--- config.mk ---
export PLATFORM = sky130hd
export DESIGN_NAME = fz_freeze_trigger
export DESIGN_NICKNAME = d
export VERILOG_FILES = /design/src/rtl/fz_pkg.sv /design/src/rtl/fz_req_edge.sv /design/src/rtl/fz_addr_match.sv /design/src/rtl/fz_seq.sv /design/src/rtl/fz_freeze_trigger.sv
export SDC_FILE = /design/constraint.sdc
export NUM_CORES = 1
export LEC_CHECK = 0
export BUFFER_PORTS_ARGS = -buffer_cell sky130_fd_sc_hd__buf_2
export CORE_AREA = 2 2 39 41
export CTS_BUF_LIST = sky130_fd_sc_hd__clkbuf_16
export DETAILED_ROUTE_END_ITERATION = 8
export DIE_AREA = 0 0 41 43
export PLACE_DENSITY = 0.66
export SLEW_MARGIN = 0
export SYNTH_ARGS = -nofsm -noshare
export SYNTH_HDL_FRONTEND = slang
export SYNTH_SLANG_ARGS = --single-unit
--- constraint.sdc ---
create_clock -name clk -period 3.2 [get_ports clk]
set_clock_uncertainty 0.05 [all_clocks]
set_input_delay 0.64 -clock clk [delete_from_list [all_inputs] [get_ports clk]]
set_output_delay 0.64 -clock clk [all_outputs]
set_load 0.02 [all_outputs]
--- src/rtl/fz_pkg.sv ---
package fz_pkg;
    localparam int unsigned FZ_ADDR_W = 16;
    localparam logic [FZ_ADDR_W-1:0] FZ_VEC_LO = 16'hFFFE;

    typedef enum logic [1:0] {
        FZ_IDLE   = 2'd0,
        FZ_ARMED  = 2'd1,
        FZ_INJECT = 2'd2,
        FZ_REDIR  = 2'd3
    } fz_state_e;

    typedef enum logic {
        TRIG_VECTOR = 1'b0,
        TRIG_WRITE  = 1'b1
    } trig_mode_e;

    typedef struct packed {
        logic valid;
        logic rd;
        logic hit_lo;
        logic hit_hi;
    } bus_snoop_t;

    function automatic logic strobed_read(input bus_snoop_t s);
        return s.valid && s.rd;
    endfunction

    function automatic logic strobed_write(input bus_snoop_t s);
        return s.valid && !s.rd;
    endfunction
endpackage

--- src/rtl/fz_req_edge.sv ---
module fz_req_edge (
    input  logic clk,
    input  logic rst,
    input  logic req,
    output logic req_rise
);
    logic req_q;

    always_ff @(posedge clk) begin
        if (rst) req_q <= 1'b0;
        else     req_q <= req;
    end

    assign req_rise = req && !req_q;
endmodule

--- src/rtl/fz_addr_match.sv ---
module fz_addr_match
    import fz_pkg::*;
#(
    parameter int unsigned ADDR_W = FZ_ADDR_W,
    parameter logic [ADDR_W-1:0] VEC_LO = FZ_VEC_LO
) (
    input  logic              valid,
    input  logic              rd,
    input  logic [ADDR_W-1:0] addr,
    output bus_snoop_t        snoop
);
    localparam logic [ADDR_W-1:0] VEC_HI = VEC_LO | ADDR_W'(1);

    always_comb begin
        snoop.valid  = valid;
        snoop.rd     = rd;
        snoop.hit_lo = (addr == VEC_LO);
        snoop.hit_hi = (addr == VEC_HI);
    end
endmodule

--- src/rtl/fz_seq.sv ---
module fz_seq
    import fz_pkg::*;
(
    input  logic       clk,
    input  logic       rst,
    input  logic       req_rise,
    input  logic       mode,
    input  bus_snoop_t snoop,
    output fz_state_e  state,
    output logic       force_zero,
    output logic       redirect
);
    fz_state_e  state_d;
    trig_mode_e mode_q;
    logic       saw_write, saw_write_d;
    logic       got_lo, got_lo_d;
    logic       fire_write;

    // write-mode fire: first read after a write run, unless it is the low vector byte
    assign fire_write = (state == FZ_ARMED) && (mode_q == TRIG_WRITE) && saw_write
                        && strobed_read(snoop) && !snoop.hit_lo;

    assign force_zero = fire_write || ((state == FZ_INJECT) && snoop.valid);
    assign redirect   = (state == FZ_REDIR);

    always_comb begin
        state_d     = state;
        saw_write_d = saw_write;
        got_lo_d    = got_lo;
        unique case (state)
            FZ_IDLE: begin
                saw_write_d = 1'b0;
                got_lo_d    = 1'b0;
                if (req_rise) state_d = FZ_ARMED;
            end
            FZ_ARMED: begin
                if (mode_q == TRIG_VECTOR) begin
                    if (strobed_read(snoop) && snoop.hit_hi) state_d = FZ_INJECT;
                end else begin
                    if (strobed_write(snoop)) saw_write_d = 1'b1;
                    else if (fire_write)     state_d = FZ_REDIR;
                    else if (strobed_read(snoop)) saw_write_d = 1'b0;
                end
            end
            FZ_INJECT: begin
                if (snoop.valid) state_d = FZ_REDIR;
            end
            FZ_REDIR: begin
                if (strobed_read(snoop) && snoop.hit_lo) got_lo_d = 1'b1;
                else if (strobed_read(snoop) && snoop.hit_hi && got_lo) state_d = FZ_IDLE;
            end
            default: state_d = FZ_IDLE;
        endcase
    end

    always_ff @(posedge clk) begin
        if (rst) begin
            state     <= FZ_IDLE;
            mode_q    <= TRIG_VECTOR;
            saw_write <= 1'b0;
            got_lo    <= 1'b0;
        end else begin
            state     <= state_d;
            saw_write <= saw_write_d;
            got_lo    <= got_lo_d;
            if (state == FZ_IDLE && req_rise) mode_q <= trig_mode_e'(mode);
        end
    end

    // an edge in idle arms the block
    p_arm_on_edge_r2: assert property (@(posedge clk) disable iff (rst)
        (state == FZ_IDLE && req_rise) |=> (state == FZ_ARMED));

    // an edge while busy never re-arms
    p_busy_ignores_req_r3: assert property (@(posedge clk) disable iff (rst)
        (state == FZ_REDIR && req_rise && !(strobed_read(snoop) && snoop.hit_hi)) |=> (state == FZ_REDIR));

    // forcing only in a strobed cycle
    p_force_on_strobe_r4: assert property (@(posedge clk) disable iff (rst)
        force_zero |-> snoop.valid);

    // forcing never lasts into a second cycle
    p_force_one_shot_r10: assert property (@(posedge clk) disable iff (rst)
        force_zero |=> !force_zero);

    // redirection follows the forced cycle
    p_redirect_after_force_r8: assert property (@(posedge clk) disable iff (rst)
        force_zero |=> redirect);

    // redirection holds until the high vector byte is read
    p_redirect_holds_r9: assert property (@(posedge clk) disable iff (rst)
        (redirect && !(strobed_read(snoop) && snoop.hit_hi)) |=> redirect);
endmodule

--- src/rtl/fz_freeze_trigger.sv ---
module fz_freeze_trigger
    import fz_pkg::*;
#(
    parameter int unsigned ADDR_W = FZ_ADDR_W,
    parameter logic [ADDR_W-1:0] VEC_LO = FZ_VEC_LO
) (
    input  logic              clk,
    input  logic              rst,
    input  logic              bus_valid,
    input  logic [ADDR_W-1:0] bus_addr,
    input  logic              bus_rd,
    input  logic              freeze_req,
    input  logic              mode,
    output logic              force_zero,
    output logic              rom_en,
    output logic              a9_low,
    output logic [1:0]        status
);
    logic       req_rise;
    bus_snoop_t snoop;
    fz_state_e  state;
    logic       redirect;

    fz_req_edge u_edge (
        .clk      (clk),
        .rst      (rst),
        .req      (freeze_req),
        .req_rise (req_rise)
    );

    fz_addr_match #(.ADDR_W(ADDR_W), .VEC_LO(VEC_LO)) u_match (
        .valid (bus_valid),
        .rd    (bus_rd),
        .addr  (bus_addr),
        .snoop (snoop)
    );

    fz_seq u_seq (
        .clk        (clk),
        .rst        (rst),
        .req_rise   (req_rise),
        .mode       (mode),
        .snoop      (snoop),
        .state      (state),
        .force_zero (force_zero),
        .redirect   (redirect)
    );

    assign rom_en = redirect;
    assign a9_low = redirect;
    assign status = state;

    // nothing overrides the bus in the cycle after reset
    p_reset_clears_r1: assert property (@(posedge clk)
        rst |=> (!rom_en && !a9_low && status == 2'd0));
endmodule

Word level (Yosys, flattened, before mapping). Index checks and enable logic that the tools add are counted.

Bitwise operators: 0. Equal/unequal tests: 16. Add/subtract/negate cells: 0. Reduce and logical (&&, ||, !) cells: 22. Shifts and indexed selects: 0. Div/mod/pow operators: 0. Multiply operators: 0. Order comparisons: 0. Multiplexer cells: 16.

Operators by type and width (number): $eq A16 B16 Y1 const B (2); $mux W2 (8); $logic_and A1 B1 Y1 (12); $ne A3 B3 Y1 const B (4); $ne A2 B1 Y1 const B (4); $pmux W2 S4 (1); $reduce_and A7 Y1 (1); $mux W1 (5); $eq A2 B2 Y1 const B (2); $ne A2 B2 Y1 const B (2); $pmux W1 S2 (2); $reduce_and A4 Y1 (1); $reduce_bool A2 Y1 (2); $logic_not A1 Y1 (3); $ne A3 B2 Y1 const B (1); $eq A2 B1 Y1 const B (1); $logic_not A2 Y1 (1); $reduce_and A2 Y1 (1); $logic_or A1 B1 Y1 (1).

Output and inout port bits: 5. Bits in registers: 6. Memories kept: 0. Bits in latches: 0. Bits in read-only memories: 0. Word-level logic and storage cells: 59. RAM bits: 0.

Logic depth before layout (Yosys ltp). Gate-level depths: netlist of the first run.

Depth after elaboration: 9. Depth in mapped cells: 7.

Hierarchy. Synthesis of the first run repeated with hierarchy kept, for this count alone.

Cells, all modules: 55. Area total of the unflattened synthesis: 457.9 um^2.

By module, submodules not included: fz_seq (times used 1, cells an instance 42, area an instance 341.6 um^2, seq. area each 100.1 um^2); fz_addr_match (times used 1, cells an instance 9, area an instance 61.3 um^2, seq. area each 0.0 um^2); fz_req_edge (times used 1, cells an instance 3, area an instance 47.5 um^2, seq. area each 20.0 um^2); fz_freeze_trigger (times used 1, cells an instance 1, area an instance 7.5 um^2, seq. area each 0.0 um^2).

Worst setup path after synthesis of the first run. No wires, ideal clock.

Kind: input-to-output. From: input port bus_addr[15]. To: output port force_zero. Buffers on the path: 0. Arrival time: 1.568 ns. Required time: 2.510 ns. Stages: 4. Path slack: 0.942 ns. Cells stage by stage: nand4_1 > nor4_4 > a21oi_1 > a32o_1.

Cells in the longest elaborated chain, start to end: 4.

RTL lines: from (decl) (RTL line fz_freeze_trigger.sv:10) `input logic [ADDR_W-1:0] bus_addr,`; $eq A16 B16 Y1 (RTL line fz_addr_match.sv:17) `snoop.hit_lo = (addr == VEC_LO);`; $logic_not A1 Y1 (RTL line fz_seq.sv:21) `&& strobed_read(snoop) && !snoop.hit_lo;`; $logic_and A1 B1 Y1 (RTL line fz_seq.sv:21); $logic_or A1 B1 Y1 (RTL line fz_seq.sv:23) `assign force_zero = fire_write || ((state == FZ_INJECT) && snoop.valid);`; to (decl) (RTL line fz_freeze_trigger.sv:14) `output logic force_zero,`.

Every way passes these cells.

Worst setup path in the final report of the first run. Same ends and word-level chain as after synthesis.

==> results of run 1 <==
worst min-delay path by stage:
stage,endpoint
final,u_seq.got_lo
after global routing,u_seq.got_lo
after CTS,u_seq.got_lo
after detailed placement,u_seq.got_lo
after floorplan,u_seq.got_lo
after global placement,u_seq.got_lo
cell families (layout without fill, tap and decap cells):
kind of cell	after synthesis	in the layout
compound gates	10	10
flops	6	6
mux	4	4
fa+ha+maj	4	4
simple gates	24	24
buf+inv	7	35
per-stage QoR:
step	util [%]	total power, mW	instances	cell area (sq um)	hold WS (ns)
finish	49.5	0.465	99	686	0.425
detailed placement	44.1	0.266	96	611	0.421
global placement	44.1	0.262	96	611	0.423
floorplan	-	0.218	55	468	0.394
CTS	49.5	0.472	99	686	0.425
global route	49.5	0.498	99	686	0.450
flip-flops by register name (all words and copies together) (netlist names):
register,flops
u_seq.saw_write,1
u_seq.got_lo,1
u_edge.req_q,1
u_seq.state,2
u_seq.mode_q,1
layout make-up:
type | count | area [sq um] | area share, %
multi-input combinational | 42 | 318 | 46.4
timing repair buffer | 26 | 130 | 19.0
clock buffer | 3 | 75.1 | 10.9
tap | 16 | 20.0 | 2.92
inverter | 6 | 22.5 | 3.28
sequential | 6 | 120 | 17.5
layer usage:
| layer | part of all wire [%] | track usage [%] |
|---|---|---|
| met5 | 0 | 0 |
| met4 | 3.2 | 14.0 |
| met3 | 13 | 4.71 |
| met2 | 43 | 24.1 |
| met1 | 40 | 16.7 |
worst reg2reg max path, stage by stage, from the launching register on:
cell	delay [ns]
dfxtp_1	0.36
inv_1	0.09
ha_1	0.24
a222oi_1	0.34
nand3_1	0.15
a211oi_2	0.30
mux2_1	0.35
power by group:
part           total (mW)  switching (mW)  internal (mW)  leakage (nW)
combinational       0.166          0.0926         0.0734         0.248
sequential         0.0994          0.0122         0.0872        0.0491
clock               0.200          0.0398          0.160        0.0370
total               0.465           0.145          0.321         0.334
layout by cell type, fill, tap and decap left out, types with 4 or more instances in the layout:
cell | netlist | layout
dfxtp_1 | 6 | 6
inv_1 | 6 | 6
ha_1 | 4 | 4
buf_2 | 0 | 26
nand3_1 | 4 | 4
nand2b_1 | 4 | 4
==> out/summary.txt, run 1 <==
SYNTH
----------------------------------------------------------------------------------
Commonest cells in the synthesized netlist                            6 x dfxtp_1, 6 x inv_1, 4 x ha_1, 4 x nand2b_1, 4 x nand3_1
Area of the mapped netlist                                               468 sq um
Multiplexer share of the synthesized area                                    8.82%
Top FF cell, synth                                                         dfxtp_1
Synth Area in Adders                                                         10.7%
Simple-Gate Fraction of Synth Area                                           32.6%
Post-Synthesis Net Count                                                        81
Synthesized-area fraction occupied by ao, oa, aoi and oai cells              15.8%
Cell count after synthesis                                                      55
Register bit count reported by yosys                                             6
Area fraction of the dominant cell type after synthesis                      25.7%
Fraction of registers with async set or reset after synthesis                   0%
Largest cells by area after synthesis                                 dfxtp_1 26%, ha_1 11%, mux2i_1 6.4%, nand2b_1 5.3%, inv_1 4.8%
Post-synthesis sequential area ratio                                         25.7%
Cell type with the largest total area after synthesis                      dfxtp_1
Number of enable-type register cells in the synthesized netlist                  0
Unique cell type count in the Yosys netlist                                     23
Post-Synthesis Mean Instance Area                                       8.51 sq um
Yosys warning total                                                              0
Fraction of synthesized cell area in xor and xnor cells                         0%
Largest family of logic cells by synthesized area                     simple AND/OR/NAND/NOR gates

WORST HOLD PATH
----------------------------------------------------------------------------------
Critical hold path startpoint                                         u_seq.got_lo
Worst Hold Class                                                           reg2reg
Hold Crit Depth                                                                  2

PWR
----------------------------------------------------------------------------------
Cell leakage power                                                        0.334 nW
Total power per unit cell area                                         679 nW/um^2
VDD IR-drop max                                                         0.000443 V

WORST SETUP PATH
----------------------------------------------------------------------------------
Critical path cell sequence                                           buf_2 -> nand4_1 -> nor4_4 -> a21oi_1 -> a32o_1 -> buf_2
Delay of the slowest cell on the worst path                                0.37 ns
CP Capture Type                                                         output pin
FF-to-FF Start                                                        u_seq.state[0]
Worst R2R End                                                         u_seq.state[0]
Family of cells with the greatest summed delay on the critical path   simple AND/OR/NAND/NOR gates
Startpoint types                                                        input port
Bufs and invs on worst path                                                      2
Worst Path Class, Setup                                                     in2out
Logic depth of the worst setup path including buffers                            6
Critical path capture point                                             force_zero
Register-to-register setup slack                                           1.20 ns
Critical Path Source                                                  bus_addr[15]
Data arrival time of the worst path                                        1.80 ns
Worst reg-to-reg path cell count                                                 6
Maximum fanout along the worst path                                              4
Slowest-stage cell, CP                                                      nor4_4
Worst EP required                                                          2.51 ns
Most frequent cell on the critical path                                      buf_2

CLOCK NETWORK
----------------------------------------------------------------------------------
Clock Pin Slew Worst Setup and Hold Paths                                  0.03 ns
Buffers from clock root to sink, at most                                         2
# H-tree levels                                                                  1
Cell at the root of the clock tree                                       clkbuf_16
Total of cells resized after clock tree synthesis                                0
Number of sinks driven by the clock tree                                         6
Clock latency of the later-clocked register in the worst-skew pair         0.23 ns
TritonCTS clock tree                                                         built
Number of buffers added for setup after CTS                                      0
Num CTS Buffers                                                                  3
Hold buffers post-CTS                                                            0

STA
----------------------------------------------------------------------------------
Setup TNS                                                                     0 ns
Minimum clock period after layout                                          2.49 ns
Actual transition at the worst max-transition pin                         0.308 ns
Total setup violations reported at the end of the flow                           0
Unrepaired setup endpoints after global routing                              false
Maximum clock rate                                                         402 MHz
Final Hold Viols                                                                 0
Max_slew headroom                                                            79.3%
Fin worst setup slack                                                     0.714 ns
Final critical-path share of the clock period                                77.7%
Final slew viol count                                                            0

DRT
----------------------------------------------------------------------------------
Total Routed Length                                                        1130 um
Remaining antenna violation count after routing                                  0
Via density                                                                   5.24
Iteration count of the initial detailed-routing pass                             4
Average routed wire per standard cell                                      11.4 um
DRC violations left                                                              0
Violation count after the first detailed-route iteration                         7
Via total after detailed routing                                               519

DIE
----------------------------------------------------------------------------------
Chip Width                                                                   41 um
Die ar.                                                                 1760 sq um
Number of placement rows                                                        14
Number of primary I/O pins                                                      27
Initial cell density of the core                                             33.8%
Chip Height                                                                  43 um
Floorplan Core Area                                                     1380 sq um

GLOBAL ROUTE
----------------------------------------------------------------------------------
Number of global-route vias before repair                                      463
GRT overflow                                                                     0
Largest net degree at the start of global routing                                9
First-pass GRT wire length                                                 1790 um
Number of antenna violations at the first check in global routing                0
Total global-route track usage                                               16.0%

RUN STATUS
----------------------------------------------------------------------------------
Result of the run                                                     finished clean

FINISH
----------------------------------------------------------------------------------
Layout area overhead                                                         46.5%
Fill cell instance count of the final layout                                   132
Net count of the finished layout                                               111
Layout cell share with drive strength beyond 1                               41.0%
Antenna diode count                                                              0

RUN
----------------------------------------------------------------------------------
Max-capacitance violation count                                                  0

PLACED DESIGN
----------------------------------------------------------------------------------
Post-DP HPWL                                                                877 um
Post-placement setup slack                                                0.701 ns
Routability Congestion                                                       0.820
Count of input and output buffers                                               26

(Power assumes the default switching activity.)
==> run 2, diff against run 1 <==
PLACE_DENSITY = 0.69   (was 0.66)
clock period = 2 ns   (was 3.2 ns; I/O delays follow)
==> run 2 against run 1 <==
Flip-flop and latch count unchanged. Routed wire length is 7.7% higher. Setup slack worse by 0.63 ns. Clock power is 62% higher. Sequential power increased by 62%. First-iteration DRC count did not move. Register-to-register slack lost 1.1 ns. Count of clock-buffer cells in the layout unchanged. Non-clock buffer count rose by 4. Combinational power rose by 72%. Final area grew 5.1%. Core utilization increased by 2.5 points. Largest cell class unchanged. Highest routed layer unchanged.
==> out/summary.txt, run 2 (synthesis results as in run 1) <==
RUN STATUS
----------------------------------------------------------------------------------
Result of the run                                                     finished clean   unchanged

PWR
----------------------------------------------------------------------------------
Cell leakage power                                                        0.356 nW   was 0.334 nW
Total power after layout                                                    770 uW   was 465 uW
Total power per unit cell area                                        1070 nW/um^2   was 679 nW/um^2
VDD IR-drop max                                                         0.000664 V   was 0.000443 V

WORST HOLD PATH
----------------------------------------------------------------------------------
Critical hold path startpoint                                           freeze_req   was u_seq.got_lo
Worst Hold Class                                                            in2reg   was reg2reg

PLACED DESIGN
----------------------------------------------------------------------------------
Post-DP HPWL                                                                936 um   was 877 um
Count of input and output buffers                                               26   unchanged
Routability Congestion                                                       0.808   was 0.820

WORST SETUP PATH
----------------------------------------------------------------------------------
Most frequent cell on the critical path                                      buf_2   unchanged
Startpoint types                                                        input port   unchanged
Delay of the slowest cell on the worst path                                0.34 ns   was 0.37 ns
Logic depth of the worst setup path including buffers                            6   unchanged
Bufs and invs on worst path                                                      2   unchanged
Critical path capture point                                             force_zero   unchanged
Critical path cell sequence                                           buf_2 -> nand4_2 -> nor4_4 -> a21oi_2 -> a32o_1 -> buf_2   was buf_2 -> nand4_1 -> nor4_4 -> a21oi_1 -> a32o_1 -> buf_2
Worst reg-to-reg path cell count                                                 6   unchanged
Worst EP required                                                          1.55 ns   was 2.51 ns
CP Capture Type                                                         output pin   unchanged
FF-to-FF Start                                                        u_seq.state[1]   was u_seq.state[0]
Worst R2R End                                                         u_seq.state[0]   unchanged
Data arrival time of the worst path                                        1.47 ns   was 1.80 ns
Register-to-register setup slack                                           0.13 ns   was 1.20 ns
Slowest-stage cell, CP                                                      nor4_4   unchanged
Worst Path Class, Setup                                                     in2out   unchanged
Maximum fanout along the worst path                                              2   was 4
Family of cells with the greatest summed delay on the critical path   simple AND/OR/NAND/NOR gates   unchanged
Critical Path Source                                                   bus_addr[7]   was bus_addr[15]

STA
----------------------------------------------------------------------------------
Minimum clock period after layout                                          1.92 ns
Final slew viol count                                                            0   unchanged
Actual transition at the worst max-transition pin                         0.335 ns   was 0.308 ns
Total setup violations reported at the end of the flow                           0   unchanged
Final critical-path share of the clock period                                96.0%
Final Hold Viols                                                                 0   unchanged
Max_slew headroom                                                            77.7%   was 79.3%
Maximum clock rate                                                         521 MHz
Unrepaired setup endpoints after global routing                              false   unchanged

DRT
----------------------------------------------------------------------------------
Via density                                                                   5.12   was 5.24
Total Routed Length                                                        1210 um   was 1130 um
DRC violations left                                                              0   unchanged
Average routed wire per standard cell                                      11.8 um   was 11.4 um
Iteration count of the initial detailed-routing pass                             4   unchanged
Violation count after the first detailed-route iteration                         7   unchanged
Remaining antenna violation count after routing                                  0   unchanged
Via total after detailed routing                                               527   was 519

DIE
----------------------------------------------------------------------------------
Chip Width                                                                   41 um   unchanged
Number of primary I/O pins                                                      27   unchanged
Initial cell density of the core                                             33.8%   unchanged
Number of placement rows                                                        14   unchanged
Die ar.                                                                 1760 sq um   unchanged
Chip Height                                                                  43 um   unchanged
Floorplan Core Area                                                     1380 sq um   unchanged

FINISH
----------------------------------------------------------------------------------
Commonest non-fill, non-tap cells in the layout                       26 x buf_2, 6 x inv_1, 5 x dfxtp_1   was 26 x buf_2, 6 x inv_1, 6 x dfxtp_1
Number of flip-flops in the largest register                                     2   unchanged
Final core occ                                                               52.1%   was 49.5%
Most common library cell in the layout ignoring fill and taps                buf_2   unchanged
Fill cell instance count of the final layout                                   135   was 132
Top register by number of flip-flops                                   u_seq.state   unchanged
Net count of the finished layout                                               115   was 111
Antenna diode count                                                              0   unchanged
Layout area overhead                                                         54.0%   was 46.5%
Layout cell share with drive strength beyond 1                               46.0%   was 41.0%

CLOCK NETWORK
----------------------------------------------------------------------------------
Clock Pin Slew Worst Setup and Hold Paths                                  0.03 ns   about the same
Cell at the root of the clock tree                                       clkbuf_16   unchanged
Buffers from clock root to sink, at most                                         2   unchanged
# H-tree levels                                                                  1   unchanged
Clock latency of the later-clocked register in the worst-skew pair         0.23 ns   about the same
Num CTS Buffers                                                                  3   unchanged
Number of sinks driven by the clock tree                                         6   unchanged
Hold buffers post-CTS                                                            0   unchanged
TritonCTS clock tree                                                         built   unchanged

GLOBAL ROUTE
----------------------------------------------------------------------------------
First-pass GRT wire length                                                 1900 um   was 1790 um
Largest net degree at the start of global routing                                9   unchanged
Total global-route track usage                                               16.2%   was 16.0%
GRT overflow                                                                     0   unchanged
Number of antenna violations at the first check in global routing                0   unchanged
Number of global-route vias before repair                                      528   was 463

RUN
----------------------------------------------------------------------------------
Max-capacitance violation count                                                  0   unchanged

[run 2: cell types whose count changed in the layout (fill, tap and decap cells not counted), sizes merged]
| cell | before | now |
|---|---|---|
| buf | 26 | 30 |
[run 2: area by class of cell]
| cell class | instances | area [sq um] | share of cell area [%] |
|---|---|---|---|
| repair buffers | 30 | 160 | 22.2 |
| inverters | 6 | 22.5 | 3.13 |
| well taps | 16 | 20.0 | 2.78 |
| flip-flops and latches | 6 | 121 | 16.8 |
| clock buffers | 3 | 75.1 | 10.4 |
| multi-input cells | 42 | 322 | 44.6 |
[run 2: report_power, final]
part           switching (mW)  leakage, nW  internal, mW
logic                   0.151        0.270         0.134
registers              0.0201       0.0494         0.141
clock network          0.0672       0.0370         0.257
[run 2: per-layer routing]
metal / up-vias / routed length, um / track usage, % / share of wire, %
met5: - / 0 / 0 / 0
met4: 0 / 38 / 12.0 / 3.1
met2: 34 / 536 / 28.1 / 44
met1: 225 / 483 / 14.9 / 40
li1: 263 / - / - / -
met3: 5 / 155 / 3.66 / 13
[run 2: worst min-delay path by stage]
stage | end | slack (ns) | cells after the start
floorplan | u_seq.got_lo | 0.39 | 2
global placement | u_seq.got_lo | 0.42 | 2
detailed placement | u_seq.got_lo | 0.43 | 2
CTS | u_seq.mode_q | 0.35 | 3
global route | u_edge.req_q | 0.37 | 2
finish | u_edge.req_q | 0.35 | 2
[run 2: repair_timing]
action	4_1_cts	5_1_grt
setup buffers	1	0
hold endpoints to repair	0	0
setup endpoints to repair	1	3
pin swaps	1	3
resized for setup	0	2
[run 2: per-stage QoR]
step           cells  setup TNS, ns  instance area, sq um  hold slack [ns]  setup WS, ns
2_1_floorplan     55              0                   468            0.394        0.0306
3_3_place_gp      99        -0.0103                   633            0.419       -0.0103
3_5_place_dp      99        -0.0279                   633            0.425       -0.0279
4_1_cts          103              0                   716            0.352        0.0153
5_1_grt          103              0                   721            0.365       0.00816
6_report         103              0                   721            0.351        0.0810
